==> src/rtl/csum_pkg.sv <==
// Package: shared width default and the accumulator operation code.
// Assumes nothing beyond being compiled before the modules that import it.
package csum_pkg;

    // Default word width of the checksum datapath.
    localparam int unsigned CSUM_W = 16;

    // What the running total does on a given clock edge.
    typedef enum logic [1:0] {
        ACC_HOLD = 2'd0,   // no word accepted
        ACC_LOAD = 2'd1,   // first word of a packet replaces the total
        ACC_ADD  = 2'd2    // word folded into the total
    } acc_op_e;

endpackage

==> src/rtl/csum_ones_add.sv <==
// Module: combinational ones' complement adder of two W-bit operands.
// The carry out of the top bit is added back in at the bottom. For
// operands of W bits this second add can never carry again, so one
// fold is enough.
module csum_ones_add #(
    parameter int unsigned W = csum_pkg::CSUM_W
) (
    input  logic [W-1:0] a,
    input  logic [W-1:0] b,
    output logic [W-1:0] s
);

    localparam int unsigned SUM_W = W + 1;

    logic [SUM_W-1:0] raw;

    // Plain binary add, then wrap the carry back into bit 0.
    always_comb begin
        raw = {1'b0, a} + {1'b0, b};
        s   = raw[W-1:0] + {{(W-1){1'b0}}, raw[W]};
    end

endmodule

==> src/rtl/csum_ctrl.sv <==
// Module: decodes the word handshake into an accumulator operation and a
// finish pulse. Assumes the source never stalls, since ready is constant.
module csum_ctrl
    import csum_pkg::*;
(
    input  logic    in_valid,
    input  logic    in_sop,
    input  logic    in_eop,
    output logic    ready,
    output acc_op_e op,
    output logic    finish
);

    // Ready is constant: one word per clock, no backpressure.
    assign ready = 1'b1;

    // Choose load, add or hold from the accepted word's markers.
    always_comb begin
        op     = ACC_HOLD;
        finish = 1'b0;
        if (in_valid && ready) begin
            op     = in_sop ? ACC_LOAD : ACC_ADD;
            finish = in_eop;
        end
    end

endmodule

==> src/rtl/csum_accum.sv <==
// Module: holds the running ones' complement total. It exposes the
// registered total and the next-state total, so that a result can be
// taken in the same edge that accepts the last word.
// Assumes op is ACC_HOLD whenever no word is accepted.
module csum_accum
    import csum_pkg::*;
#(
    parameter int unsigned W = CSUM_W
) (
    input  logic         clk,
    input  logic         rst_n,
    input  acc_op_e      op,
    input  logic [W-1:0] word,
    output logic [W-1:0] total_q,
    output logic [W-1:0] total_d
);

    logic [W-1:0] folded;

    csum_ones_add #(.W(W)) u_add (
        .a (total_q),
        .b (word),
        .s (folded)
    );

    // Next total from the operation code.
    always_comb begin
        unique case (op)
            ACC_LOAD: total_d = word;
            ACC_ADD:  total_d = folded;
            default:  total_d = total_q;
        endcase
    end

    // Total register with synchronous active-low clear.
    always_ff @(posedge clk) begin
        if (!rst_n) total_q <= '0;
        else        total_q <= total_d;
    end

endmodule

==> src/rtl/csum_result.sv <==
// Module: registers the checksum, the pass flag and the done strobe when a
// packet finishes. Assumes final_total is the total including the last
// word.
module csum_result #(
    parameter int unsigned W = csum_pkg::CSUM_W
) (
    input  logic         clk,
    input  logic         rst_n,
    input  logic         finish,
    input  logic [W-1:0] final_total,
    output logic         done,
    output logic [W-1:0] csum,
    output logic         ok
);

    // Done pulses for one cycle per finished packet.
    always_ff @(posedge clk) begin
        if (!rst_n) done <= 1'b0;
        else        done <= finish;
    end

    // Checksum and flag load on finish and hold otherwise.
    always_ff @(posedge clk) begin
        if (!rst_n) begin
            csum <= '0;
            ok   <= 1'b0;
        end else if (finish) begin
            csum <= ~final_total;
            ok   <= &final_total;
        end
    end

endmodule

==> src/rtl/csum16_stream.sv <==
// Module: streaming ones' complement checksum over a packet of words.
// Takes one word per clock and registers the inverted total, a pass flag
// and a done strobe in the cycle after the end-of-packet word.
// Assumes every packet opens with in_sop and closes with in_eop.
module csum16_stream
    import csum_pkg::*;
#(
    parameter int unsigned W = CSUM_W
) (
    input  logic         clk,
    input  logic         rst_n,
    input  logic         in_valid,
    output logic         in_ready,
    input  logic [W-1:0] in_data,
    input  logic         in_sop,
    input  logic         in_eop,
    output logic         out_done,
    output logic [W-1:0] out_csum,
    output logic         out_ok
);

    acc_op_e      op;
    logic         finish;
    logic [W-1:0] total_q;
    logic [W-1:0] total_d;

    csum_ctrl u_ctrl (
        .in_valid (in_valid),
        .in_sop   (in_sop),
        .in_eop   (in_eop),
        .ready    (in_ready),
        .op       (op),
        .finish   (finish)
    );

    csum_accum #(.W(W)) u_accum (
        .clk     (clk),
        .rst_n   (rst_n),
        .op      (op),
        .word    (in_data),
        .total_q (total_q),
        .total_d (total_d)
    );

    csum_result #(.W(W)) u_result (
        .clk         (clk),
        .rst_n       (rst_n),
        .finish      (finish),
        .final_total (total_d),
        .done        (out_done),
        .csum        (out_csum),
        .ok          (out_ok)
    );

endmodule

==> config.mk <==
export PLATFORM = sky130hd
export DESIGN_NAME = csum16_stream
export DESIGN_NICKNAME = d
export VERILOG_FILES = /design/src/rtl/csum_pkg.sv /design/src/rtl/csum_ones_add.sv /design/src/rtl/csum_ctrl.sv /design/src/rtl/csum_accum.sv /design/src/rtl/csum_result.sv /design/src/rtl/csum16_stream.sv
export SDC_FILE = /design/constraint.sdc
export NUM_CORES = 1
export LEC_CHECK = 0
export BUFFER_PORTS_ARGS = -buffer_cell sky130_fd_sc_hd__buf_2
export CAP_MARGIN = 20
export CORE_ASPECT_RATIO = 1.25
export CORE_MARGIN = 2
export CORE_UTILIZATION = 58
export CTS_CLUSTER_DIAMETER = 60
export DETAILED_ROUTE_END_ITERATION = 6
export PLACE_DENSITY = 0.87
export SLEW_MARGIN = 20
export SYNTH_ARGS = -nofsm -noshare
export SYNTH_HDL_FRONTEND = slang
export SYNTH_SLANG_ARGS = --single-unit
==> constraint.sdc <==
create_clock -name clk -period 5.7 [get_ports clk]
set_input_delay 1.14 -clock clk [delete_from_list [all_inputs] [get_ports clk]]
set_output_delay 1.14 -clock clk [all_outputs]
set_load 0.01 [all_outputs]
# Yosys cells after proc, flatten, opt, wreduce, memory -nomap -nowiden
# Index checks and enable logic that the tools add are counted.
dict set report word_totals {
  ff_bits 34
  latch_bits 0
  mem_bits_rw 0
  rom_bits 0
  in_bits 21
  output_inout_bits 19
  n_memories 0
}
dict set report op_classes {
  addsub 2
  mul 0
  div_mod_pow 0
  magnitude_cmp 0
  n_eq_ne 2
  shift 0
  n_mux 4
  n_bitwise 1
  reduce_logical 1
}
# cell n
set op_table {}
lappend op_table {{case mux 16 bit (2 select lines)} 1}
lappend op_table {{adder 16 x 16 -> 17 bit} 1}
lappend op_table {{adder 16 x 1 -> 16 bit} 1}
lappend op_table {{NOT 16 bit} 1}
lappend op_table {{AND reduction 16 bit} 1}
lappend op_table {{two-way mux 2 bit} 2}
lappend op_table {{equality test 2 x 1 -> 1 bit (second input constant)} 1}
lappend op_table {{equality test 2 bit (second input constant)} 1}
lappend op_table {{two-way mux 1 bit} 1}

# Logic depth before layout (Yosys ltp)
dict set report depth {
  ltp_word 5
  ltp_mapped 23
  mapped_depth_nobuf 22
}

# Modules after synthesis
# Synthesis repeated with hierarchy kept, for this count alone.
dict set report unflattened {
  cells_unflattened 307
  hier_area_um2 2731.4
}
# module n_inst cells_each area_each_um2
set modules_own_cells {}
lappend modules_own_cells {csum_ones_add 1 146 1109.8}
lappend modules_own_cells {csum_accum 1 92 917.1}
lappend modules_own_cells {csum_result 1 64 670.6}
lappend modules_own_cells {csum_ctrl 1 5 33.8}

# Worst setup path after synthesis
# OpenSTA, ideal clock, no wires.
dict set report synth_path {
  path_kind {input to register}
  start {in in_data[0]}
  end {reg u_result.ok}
  t_arrival_ns 4.936
  required_ns 5.633
  setup_slack_ns 0.697
  path_stages 23
  n_path_buf 1
  path_cell_list {ha_1 -> fa_1 -> a211oi_1 -> or2_0 -> buf_4 -> a21o_1 -> nand3b_1 -> a21oi_1 -> nor2_1 -> o21ai_0 -> nand2b_1 -> ha_1 -> ha_1 -> nor2b_1 -> and4_2 -> o211ai_1 -> nor2_1 -> and4_4 -> xnor2_1 -> a221oi_2 -> nor4b_2 -> nand4_1 -> o21ai_2}
}
dict set report synth_between {
  elab_chain_cells 4
}
# item line_no
set synth_lines {}
lappend synth_lines {{from (decl)} csum16_stream.sv:14} ;# input logic [W-1:0] in_data,
lappend synth_lines {{adder 16 x 16 -> 17 bit} csum_ones_add.sv:19} ;# raw = {1'b0, a} + {1'b0, b};
lappend synth_lines {{adder 16 x 1 -> 16 bit} csum_ones_add.sv:20} ;# s = raw[W-1:0] + {{(W-1){1'b0}}, raw[W]};
lappend synth_lines {{case mux 16 bit (2 select lines) *} csum_accum.sv:28} ;# unique case (op)
lappend synth_lines {{AND reduction 16 bit *} csum_result.sv:29} ;# ok <= &final_total;
lappend synth_lines {{to (signal assigned)} csum_result.sv:29}
lappend synth_lines {{to (decl)} csum_result.sv:13} ;# output logic ok
# Every way passes the cells marked *; elsewhere a longest branch is shown, timed or not.
# A chain may end at the register's enable or synchronous reset.

# Final worst setup path
# Same ends and word-level chain as after synthesis.

==> reports/results.ini <==
[sta]
worst_hold_slack_ps=464
slew-limit-headroom_pct=55.7
setup_ws_ps=334
fmaxAchievable_mhz=186
setup_violators_final=0
setup_tns_ps=0
timing.final.crit_period_ps=5370
final.period_utilization_pct=94.1
worst-slew-pin-transition_ps=660
grt_setup_unrepaired=false
timing.final.hold_violations=0
maxSlewViolCount=0
fin_worst_skew_ps=4.98

[synthesis]
synth_top_cell_area_share_pct=24.4
synth_sequential_area_ratio_pct=24.4
ys.flop_type=dfxtp_1
yosys.cell_types.count=74
ys.warnings.count=0
synth.net_count=379
synth_area_leaders=dfxtp_1 (24%), ha_1 (8.1%), nor2_1 (5.9%)
synthDominantAreaCellType=dfxtp_1
mappedNetlistArea_um2=2790
synth_seq_cells=34
number_of_flops_mapped_to_enable_cells_by_yosys=0
ys_async_sr_fraction_pct=0
postSynthCellCount=339
syn_avg_cell_area_um2=8.22

[placed_design]
dp.cells=417
placement.setup.worst_slack_ps=130
dp.final_hpwl_mm=5.49
io_buffer_count=38
gp_congestion=0.946
place_area_um2=2960

[worst_setup_path]
r2r_slack_ps=990
required_ps=5920
r2r_end=u_result.ok$_SDFFE_PN0P_
kind_of_end_point_of_the_critical_path=flop
crit_top_cell=ha_1
crit_path_max_incr_delay_ps=440
crit-reg2reg-launch=u_accum.total_q[0]$_SDFF_PN0_
crit_arrival_ps=5590
critPathSlowestCell=fa_1
reg2regPathDepth=22
cp_cell_sequence=buf_2 > ha_1 > fa_1 > a211oi_1 > or2_0 > a21o_1 > nand3b_1 > a21oi_1 > nor2_1 > o21ai_0 > nand2b_1 > ha_1 > ha_1 > nor2b_1 > and4_2 > o211ai_1 > nor2_1 > and4_4 > xnor2_1 > a221oi_2 > nor4b_2 > nand4_1 > o21ai_2
start_kind=primary input
crit_path_max_fanout=4
worstSetupPathType=primary input to flop

[clocking]
htree_levels=2
clockBufferDepth=2
tritoncts.num_buffers=5
clock_insertion_delay_worst_skew_ps=290
post_cts_repair_setup_buffers=0
clk_pin_slew_worst_paths_ps=60
cts_hold_repair.buffers=0
clock_sinks=34
cts_tree=built
cts_root_buffer=clkbuf_8
count_of_cells_resized_by_post_cts_repair=0

[pwr]
static-leakage-power_nw=1.36
worst_ir_drop_vdd_v=0.000256
total_power_uw=753
power-per-cell-area_nw_per_um2=247

[layout]
instances_no_fill=425
most_frequent_cells_in_the_layout=nor2_1 (44), buf_2 (38), dfxtp_1 (34)
flow.area_growth_from_synthesis_pct=9.47
most_common_cell_after_layout_fill_and_taps_aside=nor2_1
num-nets-final=404
final_cell_area_um2=3050
total_inserted_antenna_cells=0
final_layout_size_suffix_gt1_share_pct=18.6
final_core_utilization_pct=65.0

[drt]
routed_wire_length_per_instance_um=16.5
drt-initial-drc-count=225
routed_wirelength_mm=7.03
route.detailed.vias_per_inst=6.20
remaining_drc_errors=0
detailedRoute.firstPassIterationCount=5
ant_nets=0
num_vias=2633

[grt]
global_route.usage.total_pct=26.2
grt_pass1_wl_mm=11.0
global_route.overflow_total=0
pin_count_of_the_biggest_net_entering_global_routing=26
grt_antenna_before_repair=0
first_global_vias=2408

[run_status]
status=complete, no violations

[floorplanning]
initial_core_util_pct=59.4
placement_rows=28
die_w_um=66.0
design.portCount=40
die_height_um=81.5
fp.dieArea_um2=5380
core_region_area_um2=4690

[run]
maxCapViolCount=0

[hold_path]
worstHoldPathType=flop to flop
whs_endpoint=u_result.csum[12]$_SDFFE_PN0P_
timing.hold.worst.start=u_result.csum[12]$_SDFFE_PN0P_
hold_path_depth=2

-- synthesized netlist by cell type (2+ instances only) --
master and instances:
nor2_1 44, dfxtp_1 34, a21oi_1 23, nand2_1 21, ha_1 18, clkbuf_1 13, and3_1 11, o21ai_0 11
nand3_1 10, a211oi_1 9, and2_1 8, xnor2_1 8, mux2i_1 7, xor2_1 7, nor3_1 6, o211ai_1 6
a211o_1 5, a21o_1 5, buf_2 5, inv_1 5, nand4_1 5, o21ai_1 5, nand2b_1 4, a31oi_1 3
nor4_1 3, o21a_1 3, o221ai_1 3, a2111oi_0 2, a221o_1 2, a221oi_2 2, buf_4 2, nand3b_1 2
nor2b_1 2, o211a_1 2, o21ai_2 2, o31a_1 2, or2_2 2
-- cells by family (layout without fill, tap and decap cells) --
logic type,count (synthesis),in the layout,share of synthesized area (%)
and+or+nand+nor,131,131,25.3
adders and majority gates,19,19,8.80
xor gates and xnor gates,18,18,6.96
buffers and inverters,27,53,4.40
muxes,8,8,2.92
other,1,1,0.135
AOI/OAI and AO/OA,101,101,27.1
DFF,34,34,24.4
-- per-layer routing --
| metal | track usage (%) | vias to the layer above | part of all wire [%] |
|---|---|---|---|
| met2 | 44.8 | 79 | 49 |
| li1 | - | 1315 | - |
| met5 | 0 | - | 0 |
| met4 | 12.7 | 0 | 3.2 |
| met1 | 33.1 | 1219 | 43 |
| met3 | 2.47 | 20 | 4.7 |
-- flip-flops by register name, summed over array words and instances, names as in the netlist --
register,flops
u_accum.total_q,16
u_result.csum,16
u_result.done,1
u_result.ok,1
-- worst max-delay path by stage --
stage | from | to | slack [ps]
after floorplan | in_data[0] | u_result.ok$_SDFFE_PN0P_ | 700
after global placement | in_data[0] | u_result.ok$_SDFFE_PN0P_ | 320
after detailed placement | in_data[0] | u_result.ok$_SDFFE_PN0P_ | 130
after CTS | in_data[0] | u_result.ok$_SDFFE_PN0P_ | 420
after global routing | in_data[0] | u_result.ok$_SDFFE_PN0P_ | 150
final | in_data[0] | u_result.ok$_SDFFE_PN0P_ | 330
-- report_power, final --
part	internal, mW	leakage, nW	switching, mW
combinational	0.120	1.03	0.185
sequential	0.257	0.280	0.0114
clock	0.0973	0.0482	0.0828
-- area by class of cell --
cell class / count / area (um^2)
fill: 407 / 1640
multi-input combinational: 278 / 1980
clock buffer: 7 / 86.3
tap: 60 / 75.1
timing repair buffer: 39 / 198
inverter: 6 / 22.5
clock inverter: 1 / 5.00
sequential: 34 / 681
-- critical path: cells and delay by family --
kind | cells | cell delay, ps
and+or+nand+nor | 10 | 1650
adders and majority gates | 4 | 1140
AOI/OAI and AO/OA | 7 | 1370
xor gates and xnor gates | 1 | 190
buffers and inverters | 1 | 110
No activity file was read; power rests on OpenSTA's default activity.
